<file path="src/rtl/bgseq_pkg.sv">
package bgseq_pkg;

    // Phase of the current dot as seen by the fetch state machine
    typedef enum logic [2:0] {
        ST_OFF  = 3'd0,
        ST_LEAD = 3'd1,
        ST_ADDR = 3'd2,
        ST_READ = 3'd3,
        ST_GAP  = 3'd4
    } phase_e;

    // Kind of background access; the order is the rotation inside a tile slot
    typedef enum logic [1:0] {
        FK_NAME  = 2'd0,
        FK_ATTR  = 2'd1,
        FK_PATLO = 2'd2,
        FK_PATHI = 2'd3
    } fetch_kind_e;

endpackage

</file>
<file path="src/rtl/bgseq_window.sv">
module bgseq_window
    import bgseq_pkg::*;
#(
    parameter int DOT_W          = 9,
    parameter int LINE_W         = 9,
    parameter int VIS_LINES      = 240,
    parameter int PRE_LINE       = 261,
    parameter int TILE_FETCH_END = 256,
    parameter int PREFETCH_START = 321,
    parameter int DUMMY_START    = 337,
    parameter int LINE_LAST_DOT  = 340
) (
    input  logic [DOT_W-1:0]  dot_i,
    input  logic [LINE_W-1:0] line_i,
    input  logic              render_en_i,
    output logic              on_o,
    output logic              lead_o,
    output logic              fetch_dot_o,
    output logic              odd_o,
    output fetch_kind_e       slot_o
);

    localparam logic [DOT_W-1:0]  D_ONE    = DOT_W'(1);
    localparam logic [DOT_W-1:0]  D_TEND   = DOT_W'(TILE_FETCH_END);
    localparam logic [DOT_W-1:0]  D_PSTART = DOT_W'(PREFETCH_START);
    localparam logic [DOT_W-1:0]  D_DSTART = DOT_W'(DUMMY_START);
    localparam logic [DOT_W-1:0]  D_LAST   = DOT_W'(LINE_LAST_DOT);
    localparam logic [LINE_W-1:0] L_VIS    = LINE_W'(VIS_LINES);
    localparam logic [LINE_W-1:0] L_PRE    = LINE_W'(PRE_LINE);

    logic       dummy;
    logic [1:0] slot_bits;

    always_comb begin
        on_o        = render_en_i && ((line_i < L_VIS) || (line_i == L_PRE));
        lead_o      = (dot_i == '0);
        fetch_dot_o = ((dot_i >= D_ONE) && (dot_i <= D_TEND)) ||
                      ((dot_i >= D_PSTART) && (dot_i <= D_LAST));
        odd_o       = dot_i[0];
        dummy       = (dot_i >= D_DSTART) && (dot_i <= D_LAST);
        slot_bits   = 2'((dot_i - D_ONE) >> 1);
        slot_o      = dummy ? FK_NAME : fetch_kind_e'(slot_bits);
    end

endmodule

</file>
<file path="src/rtl/bgseq_phase_fsm.sv">
module bgseq_phase_fsm
    import bgseq_pkg::*;
(
    input  logic        clk,
    input  logic        rst_n,
    input  logic        on_i,
    input  logic        lead_i,
    input  logic        fetch_dot_i,
    input  logic        odd_i,
    input  fetch_kind_e slot_i,
    output logic        fetch_active_o,
    output fetch_kind_e kind_o,
    output logic        ale_o,
    output logic        rd_n_o
);

    phase_e      state_q, state_d;
    fetch_kind_e kind_q, kind_d;
    logic        ale_phase;

    // Next-state selection
    always_comb begin
        state_d = ST_OFF;
        kind_d  = FK_NAME;
        if (on_i) begin
            if (lead_i) begin
                if (state_q == ST_ADDR) begin
                    state_d = ST_READ;          // dropped dot: finish the pending fetch
                    kind_d  = kind_q;
                end else begin
                    state_d = ST_LEAD;
                end
            end else if (fetch_dot_i) begin
                state_d = odd_i ? ST_ADDR : ST_READ;
                kind_d  = slot_i;
            end else begin
                state_d = ST_GAP;
            end
        end
    end

    // State register
    always_ff @(posedge clk) begin
        if (!rst_n) begin
            state_q <= ST_OFF;
            kind_q  <= FK_NAME;
        end else begin
            state_q <= state_d;
            kind_q  <= kind_d;
        end
    end

    // Outputs from state
    always_comb begin
        ale_phase      = 1'b0;
        rd_n_o         = 1'b1;
        fetch_active_o = 1'b0;
        unique case (state_q)
            ST_OFF:  ;
            ST_GAP:  ;
            ST_LEAD: ale_phase = 1'b1;
            ST_ADDR: begin
                ale_phase      = 1'b1;
                fetch_active_o = 1'b1;
            end
            ST_READ: begin
                rd_n_o         = 1'b0;
                fetch_active_o = 1'b1;
            end
            default: ;
        endcase
    end

    assign kind_o = kind_q;
    assign ale_o  = ale_phase & clk;   // high only in the first half of the dot

    AST_READ_AFTER_ADDR: assert property (@(posedge clk) disable iff (!rst_n)
        (state_q == ST_READ) |-> ($past(state_q) == ST_ADDR));

endmodule

</file>
<file path="src/rtl/bgseq_scroll_pulses.sv">
module bgseq_scroll_pulses #(
    parameter int DOT_W          = 9,
    parameter int LINE_W         = 9,
    parameter int PRE_LINE       = 261,
    parameter int TILE_FETCH_END = 256,
    parameter int PREFETCH_START = 321,
    parameter int DUMMY_START    = 337,
    parameter int VLOAD_FIRST    = 280,
    parameter int VLOAD_LAST     = 304
) (
    input  logic              clk,
    input  logic              rst_n,
    input  logic              on_i,
    input  logic [DOT_W-1:0]  dot_i,
    input  logic [LINE_W-1:0] line_i,
    output logic              hinc_o,
    output logic              vinc_o,
    output logic              hload_o,
    output logic              vload_o
);

    localparam int              TILE_DOTS = 8;
    localparam logic [DOT_W-1:0] D_FIRST_H = DOT_W'(TILE_DOTS);
    localparam logic [DOT_W-1:0] D_TEND    = DOT_W'(TILE_FETCH_END);
    localparam logic [DOT_W-1:0] D_HLOAD   = DOT_W'(TILE_FETCH_END + 1);
    localparam logic [DOT_W-1:0] D_PSTART  = DOT_W'(PREFETCH_START);
    localparam logic [DOT_W-1:0] D_PEND    = DOT_W'(DUMMY_START - 1);
    localparam logic [DOT_W-1:0] D_VL_LO   = DOT_W'(VLOAD_FIRST);
    localparam logic [DOT_W-1:0] D_VL_HI   = DOT_W'(VLOAD_LAST);
    localparam logic [LINE_W-1:0] L_PRE    = LINE_W'(PRE_LINE);

    logic [DOT_W-1:0] pre_rel;
    logic             hinc_d, vinc_d, hload_d, vload_d;

    always_comb begin
        pre_rel = dot_i - D_PSTART;
        hinc_d  = on_i && (
                    ((dot_i >= D_FIRST_H) && (dot_i <= D_TEND) && (dot_i[2:0] == 3'd0)) ||
                    ((dot_i >= D_PSTART) && (dot_i <= D_PEND) && (pre_rel[2:0] == 3'd7)));
        vinc_d  = on_i && (dot_i == D_TEND);
        hload_d = on_i && (dot_i == D_HLOAD);
        vload_d = on_i && (line_i == L_PRE) && (dot_i >= D_VL_LO) && (dot_i <= D_VL_HI);
    end

    always_ff @(posedge clk) begin
        if (!rst_n) begin
            hinc_o  <= 1'b0;
            vinc_o  <= 1'b0;
            hload_o <= 1'b0;
            vload_o <= 1'b0;
        end else begin
            hinc_o  <= hinc_d;
            vinc_o  <= vinc_d;
            hload_o <= hload_d;
            vload_o <= vload_d;
        end
    end

endmodule

</file>
<file path="src/rtl/bg_fetch_seq.sv">
module bg_fetch_seq
    import bgseq_pkg::*;
#(
    parameter int DOT_W          = 9,
    parameter int LINE_W         = 9,
    parameter int VIS_LINES      = 240,
    parameter int PRE_LINE       = 261,
    parameter int TILE_FETCH_END = 256,
    parameter int PREFETCH_START = 321,
    parameter int DUMMY_START    = 337,
    parameter int LINE_LAST_DOT  = 340,
    parameter int VLOAD_FIRST    = 280,
    parameter int VLOAD_LAST     = 304
) (
    input  logic              clk,
    input  logic              rst_n,
    input  logic [DOT_W-1:0]  dot_i,
    input  logic [LINE_W-1:0] line_i,
    input  logic              render_en_i,
    output logic              fetch_active_o,
    output logic [1:0]        fetch_kind_o,
    output logic              ale_o,
    output logic              rd_n_o,
    output logic              hinc_o,
    output logic              vinc_o,
    output logic              hload_o,
    output logic              vload_o
);

    logic        on, lead, fetch_dot, odd;
    fetch_kind_e slot, kind;

    bgseq_window #(
        .DOT_W(DOT_W), .LINE_W(LINE_W), .VIS_LINES(VIS_LINES), .PRE_LINE(PRE_LINE),
        .TILE_FETCH_END(TILE_FETCH_END), .PREFETCH_START(PREFETCH_START),
        .DUMMY_START(DUMMY_START), .LINE_LAST_DOT(LINE_LAST_DOT)
    ) u_window (
        .dot_i(dot_i), .line_i(line_i), .render_en_i(render_en_i),
        .on_o(on), .lead_o(lead), .fetch_dot_o(fetch_dot), .odd_o(odd), .slot_o(slot)
    );

    bgseq_phase_fsm u_fsm (
        .clk(clk), .rst_n(rst_n), .on_i(on), .lead_i(lead), .fetch_dot_i(fetch_dot),
        .odd_i(odd), .slot_i(slot), .fetch_active_o(fetch_active_o), .kind_o(kind),
        .ale_o(ale_o), .rd_n_o(rd_n_o)
    );

    bgseq_scroll_pulses #(
        .DOT_W(DOT_W), .LINE_W(LINE_W), .PRE_LINE(PRE_LINE),
        .TILE_FETCH_END(TILE_FETCH_END), .PREFETCH_START(PREFETCH_START),
        .DUMMY_START(DUMMY_START), .VLOAD_FIRST(VLOAD_FIRST), .VLOAD_LAST(VLOAD_LAST)
    ) u_pulses (
        .clk(clk), .rst_n(rst_n), .on_i(on), .dot_i(dot_i), .line_i(line_i),
        .hinc_o(hinc_o), .vinc_o(vinc_o), .hload_o(hload_o), .vload_o(vload_o)
    );

    assign fetch_kind_o = kind;

    AST_QUIET_WHEN_OFF: assert property (@(posedge clk) disable iff (!rst_n)
        !render_en_i |=> (rd_n_o && !fetch_active_o && !hinc_o && !vinc_o && !hload_o && !vload_o));
    AST_VINC_WITH_HINC: assert property (@(posedge clk) disable iff (!rst_n)
        vinc_o |-> hinc_o);
    AST_HLOAD_IN_GAP: assert property (@(posedge clk) disable iff (!rst_n)
        hload_o |-> (!fetch_active_o && rd_n_o));

endmodule

</file>
<file path="config.mk">
export PLATFORM = sky130hd
export DESIGN_NAME = bg_fetch_seq
export DESIGN_NICKNAME = d
export VERILOG_FILES = /design/src/rtl/bgseq_pkg.sv /design/src/rtl/bgseq_window.sv /design/src/rtl/bgseq_phase_fsm.sv /design/src/rtl/bgseq_scroll_pulses.sv /design/src/rtl/bg_fetch_seq.sv
export SDC_FILE = /design/constraint.sdc
export NUM_CORES = 1
export LEC_CHECK = 0
export ABC_AREA = 1
export ABC_CLOCK_PERIOD_IN_PS = 1380
export BUFFER_PORTS_ARGS = -buffer_cell sky130_fd_sc_hd__buf_2
export CORE_MARGIN = 4
export CORE_UTILIZATION = 43
export DETAILED_ROUTE_END_ITERATION = 16
export PLACE_DENSITY_LB_ADDON = 0.08
export SLEW_MARGIN = 5
export SYNTH_ARGS = -nofsm -noshare
export SYNTH_HDL_FRONTEND = slang
export SYNTH_HIERARCHICAL = 1
export SYNTH_SLANG_ARGS = --single-unit
</file>
<file path="constraint.sdc">
create_clock -name clk -period 1.38 [get_ports clk]
set_clock_uncertainty 0.05 [all_clocks]
set_input_delay 0.138 -clock clk [delete_from_list [all_inputs] [get_ports clk]]
set_output_delay 0.138 -clock clk [all_outputs]
set_load 0.005 [all_outputs]
</file>
==> results.toml, run 1 <==
[floorplanning]
rows = 15
num_io_pins = 30
start_util_pct = 45.6
core_area_sq_um = 1750
die_y_um = 51.0
dieArea_sq_um = 2600
dieWidth_um = 51.0

[detailed_routing]
drtIter0Drc = 26
drcViolationCount = 0
wl_per_cell_um = 9.42
via_count = 1004
first_pass_iters = 5
totalWireLength_um = 1980
routed_via_density = 4.78
drtAntennaViolNets = 0

[worst_setup_path]
critPathLaunchType = "flip-flop"
crit_family = "flip-flops"
worstSetupPathDepth = 4
crit_required_ns = 1.19
critPathMaxFanout = 3
critPathCaptureType = "output port"
max_stage_delay_ns = 0.36
cp_cell_sequence = "inv_1, nor3_2, o21a_1, buf_2"
arrival_ns = 1.17
worstRegToRegCells = 4
critPathKind = "flip-flop to output port"
critPathBufInv = 2
crit_slowest_cell = "dfxtp_2"

[clocking]
cts_tree = "yes"
clk_pin_slew_ns = 0.06
clkLatencyLatePin_ns = 0.36

[finish]
area_growth_pct = 46.4
nets = 209
postLayoutCellArea_sq_um = 1160
n_fill_cell = 182
drive_gt1_share_pct = 39.5
num_antenna_cells = 0
final-seq-area_sq_um = 184
multi_input_area_sq_um = 544

[global_route]
antenna_found_initial = 0
grtUsageTotal_pct = 16.6
grt_pass1_wl_um = 3370
grt_pass1_vias = 934
grt_max_degree = 8
grt-ovfl-total = 0

[yosys]
synth_area_per_cell_sq_um = 6.03
synth_top_family_by_area = "simple AND/OR/NAND/NOR gates"
synth_area_sq_um = 796
synth_nets = 155
synth-xor-area-share_pct = 1.10
synth_warnings = 6
synth_compound_area_share_pct = 9.12
post_synth_inst_count = 132
synthAdderAreaFrac_pct = 3.14
ys_seq_area_share_pct = 22.6
yosys.area_share.simple_pct = 53.6
synth_seq_cells = 9
synthMuxAreaShare_pct = 0
synth.distinct_cells = 21

[placed_design]
port_buffers = 29
postPlaceCellArea_sq_um = 1100
place_congestion = 0.833
dp_worst_setup_slack_ns = -0.110
dp_hpwl_um = 1710

[power]
sw_frac_of_total_pct = 29.1
seqPwrFrac_pct = 33.2
intPower_uw = 569
p_sw_uw = 233
power.share.clock_pct = 41.0
powerDensity_nw_per_um2 = 689
pwr-share-comb_pct = 25.8
total_leakage_power_nw = 0.605
ir_drop_uv = 500

[timing]
finalSetupViolCount = 0
fin_crit_sh_pct = 98.7
final_max_slew_viol_count = 0
fin_ws_ns = 0.0182
min_period_ns = 1.36
worst_hold_slack_ns = 0.0196
rsz0062_at_grt = "true"
worst_pin_slew_ns = 0.310
max_freq_ghz = 0.734
finalHoldViolations = 0
max_slew_margin_pct = 79.2

[run]
maxCapViolCount = 0

[worst_hold_path]
hold_path_depth = 3
hold_class = "primary input to flip-flop"

[outcome]
outcome = "complete, no violations"
[area by class of cell]
| cell class | count | area share (%) |
|---|---|---|
| repair buffers | 46 | 23.6 |
| well taps | 25 | 2.69 |
| multi-input cells | 102 | 46.7 |
| flip-flops and latches | 9 | 15.8 |
| clock buffers | 7 | 4.30 |
| inverters | 20 | 6.44 |
| clock inverters | 1 | 0.430 |
[worst reg2reg max path: cells and delay by family, from the launching register on]
family | cells | cell delay (ns)
flip-flops | 1 | 0.34
AND/OR/NAND/NOR | 2 | 0.24
AO/OA/AOI/OAI | 1 | 0.11
buffers and inverters | 1 | 0.06
[layer usage]
layer	global-route usage [%]	vias up	part of all wire, %
met2	29.8	45	48
met1	17.9	426	41
met5	0	-	0
met4	5.83	0	0.71
met3	5.25	2	9.6
li1	-	531	-
[cell families after synthesis]
group	after synthesis
XOR/XNOR	1
buffers and inverters	21
AND/OR/NAND/NOR	85
adder cells (fa/ha/maj)	2
flip-flops	9
AO/OA/AOI/OAI	14
[state kept, by name, summed over array words and instances (netlist names)]
register,count
u_pulses/vload_o,1
u_fsm/state_q,3
u_pulses/hload_o,1
u_pulses/vinc_o,1
u_fsm/kind_o,2
u_pulses/hinc_o,1
[power by group through the flow]
stage | Sequential (mW) | Combinational [mW] | Clock (mW)
floorplan | 0.271 | 0.0968 | 0.00458
global placement | 0.271 | 0.201 | 0.00690
detailed placement | 0.271 | 0.205 | 0.00690
CTS | 0.266 | 0.206 | 0.340
global route | 0.267 | 0.235 | 0.361
finish | 0.267 | 0.207 | 0.329
[cells in the final DEF (no fill, tap or decap), types with 5 or more instances in the layout]
| master | n |
|---|---|
| nor2_1 | 15 |
| nand3b_1 | 5 |
| nand2_1 | 31 |
| nand3_1 | 15 |
| buf_4 | 18 |
| clkbuf_4 | 6 |
| a21oi_1 | 9 |
| buf_2 | 29 |
| dfxtp_1 | 6 |
| inv_1 | 17 |
[path summary, 6_finish.rpt]
| kind | start | slack, ns | end |
|---|---|---|---|
| max reg2reg | u_fsm/state_q[1] | 0.52 | u_fsm/state_q[1] |
| min | rst_n | 0.02 | u_pulses/hload_o |
| max | u_fsm/state_q[0] | 0.02 | ale_o |
| min reg2reg | u_fsm/kind_o[1] | 0.44 | u_fsm/kind_o[1] |
[cells in the mapped netlist, drive strengths merged]
master  count  share of area (%)
o21a        1               0.94
a21oi       9                5.7
nand3b      5                4.7
nand4       3                2.4
xnor2       1                1.1
nand2      35                 18
o21ai       4                2.5
inv        20                9.4
buf         1               0.94
nor2       20                 14
dfxtp       9                 23
nand3      15                9.4
nor3        6                5.0
or2         1               0.79
ha          2                3.1
[timing repair]
action,in CTS,in global routing
hold buffers,0,0
gates resized for setup,1,4
pin swaps,0,2
buffers inserted,0,0
endpoints found under the setup margin,1,1
[per-stage QoR]
stage	total power, mW	setup TNS, ns	std cells	util (%)
3_5_place_dp	0.484	-0.180	203	63.0
5_1_grt	0.863	-0.0556	210	66.7
4_1_cts	0.811	0	210	65.9
2_1_floorplan	0.373	0	132	-
3_3_place_gp	0.479	-0.107	203	63.0
6_report	0.802	0	210	66.7
(Power assumes the default switching activity.)
==> inputs of run 2 (changes only) <==
==> constraint.sdc (replaced) <==
create_clock -name clk -period 1.38 [get_ports clk]
set_clock_uncertainty 0.05 [all_clocks]
set_input_delay 0.138 -clock clk [delete_from_list [all_inputs] [get_ports clk]]
set_output_delay 0.138 -clock clk [all_outputs]
set_load 0.05 [all_outputs]
==> results.toml, run 2 (synthesis gave the netlist of run 1 again) <==
[worst_setup_path]
critPathMaxFanout = 3
critPathCaptureType = "output port"
critPathLaunchType = "flip-flop"
critPathBufInv = 2
crit_family = "flip-flops"
critPathKind = "flip-flop to output port"
cp_cell_sequence = "inv_2, nor3_2, o21a_1, buf_6"
max_stage_delay_ns = 0.37
arrival_ns = 1.26
crit_slowest_cell = "dfxtp_4"
crit_required_ns = 1.19

[detailed_routing]
via_count = 1009
drtIter0Drc = 17
first_pass_iters = 7
totalWireLength_um = 2040
wl_per_cell_um = 9.71
drtAntennaViolNets = 0
routed_via_density = 4.80
drcViolationCount = 0

[placed_design]
place_congestion = 0.833
dp.cells = 203
dp_hpwl_um = 1710
postPlaceCellArea_sq_um = 1100
port_buffers = 29

[outcome]
outcome = "finished with violations"
violations = "setup timing"

[floorplanning]
rows = 15
die_y_um = 51.0
num_io_pins = 30
dieArea_sq_um = 2600
dieWidth_um = 51.0
core_area_sq_um = 1750
start_util_pct = 45.6

[power]
total_leakage_power_nw = 0.607
powerDensity_nw_per_um2 = 700
totalPowerFinal_uw = 825
ir_drop_uv = 493

[timing]
worst_pin_slew_ns = 0.307
min_period_ns = 1.45
finalSetupViolCount = 1
fin_ws_ns = -0.0678
max_slew_margin_pct = 79.4
rsz0062_at_grt = "true"
fin_crit_sh_pct = 105
finalHoldViolations = 0
setup_tns_ns = -0.0678
max_freq_ghz = 0.691
worst_hold_slack_ns = 0.0189
final_max_slew_viol_count = 0

[clocking]
clkLatencyLatePin_ns = 0.36
cts_tree = "yes"
clk_pin_slew_ns = 0.06
cts.hold.buffers_added = 0
post_cts_buffers = 0

[finish]
num_antenna_cells = 0
area_growth_pct = 48.1
drive_gt1_share_pct = 40.0
postLayoutCellArea_sq_um = 1180
n_fill_cell = 176
nets = 209
final_cell_mix = "31 x nand2_1, 26 x buf_2, 19 x buf_4, 16 x inv_1"
fin_cells = 210
multi_input_area_sq_um = 544
mostFrequentLayoutCell = "nand2_1"
largest_reg_flops = 3
largest_register = "u_fsm/state_q"
final-seq-area_sq_um = 186

[global_route]
grt-ovfl-total = 0
grtUsageTotal_pct = 16.6
grt_pass1_wl_um = 3370
grt_pass1_vias = 932
grt_max_degree = 8
antenna_found_initial = 0

[worst_hold_path]
hold_class = "primary input to flip-flop"

[run]
maxCapViolCount = 0
[run 2: tightest hold or removal path: cells and delay by family]
kind | cells | cell delay [ns]
and+or+nand+nor | 2 | 0.13
buffers and inverters | 1 | 0.12
[run 2: layout make-up]
class,count,share of cell area (%)
inverters,20,6.37
well taps,25,2.65
clock buffers,7,4.78
repair buffers,46,23.8
flip-flops and latches,9,15.8
multi-input cells,102,46.2
clock inverters,1,0.425
[run 2: repair_timing]
| item | 4_1_cts | 5_1_grt |
|---|---|---|
| endpoints found under the hold margin | 0 | 0 |
| pin swaps | 0 | 1 |
| gates resized for setup | 4 | 8 |
| endpoints found under the setup margin | 1 | 3 |
[run 2: routing by layer]
| metal | global-route usage (%) | up-vias | share of wire, % | wire length [um] |
|---|---|---|---|---|
| met5 | 0 | - | 0 | 0 |
| met4 | 5.83 | 0 | 1.5 | 30 |
| met3 | 5.25 | 4 | 7.9 | 162 |
| met2 | 29.8 | 41 | 49 | 1000 |
| met1 | 17.9 | 433 | 41 | 842 |
| li1 | - | 531 | - | - |
[run 2: path summary, 6_finish.rpt]
kind / start / end / slack, ns / depth (start not counted)
min reg2reg: u_fsm/kind_o[0] / u_fsm/kind_o[0] / 0.44 / 2
max: u_fsm/state_q[0] / ale_o / -0.07 / 4
min: rst_n / u_pulses/hload_o / 0.02 / 3
max reg2reg: u_fsm/state_q[0] / u_fsm/state_q[1] / 0.51 / 3
[run 2: stage by stage]
stage | setup slack, ns | util [%]
finish | -0.0678 | 67.5
detailed placement | -0.110 | 63.0
global route | -0.118 | 67.5
global placement | -0.0713 | 63.0
floorplan | 0.0629 | -
CTS | -0.0499 | 66.4
[run 2: power by group]
part | switching [mW] | internal (mW) | total (mW)
Combinational | 0.117 | 0.0985 | 0.216
Sequential | 0.00321 | 0.262 | 0.265
Clock | 0.133 | 0.211 | 0.344
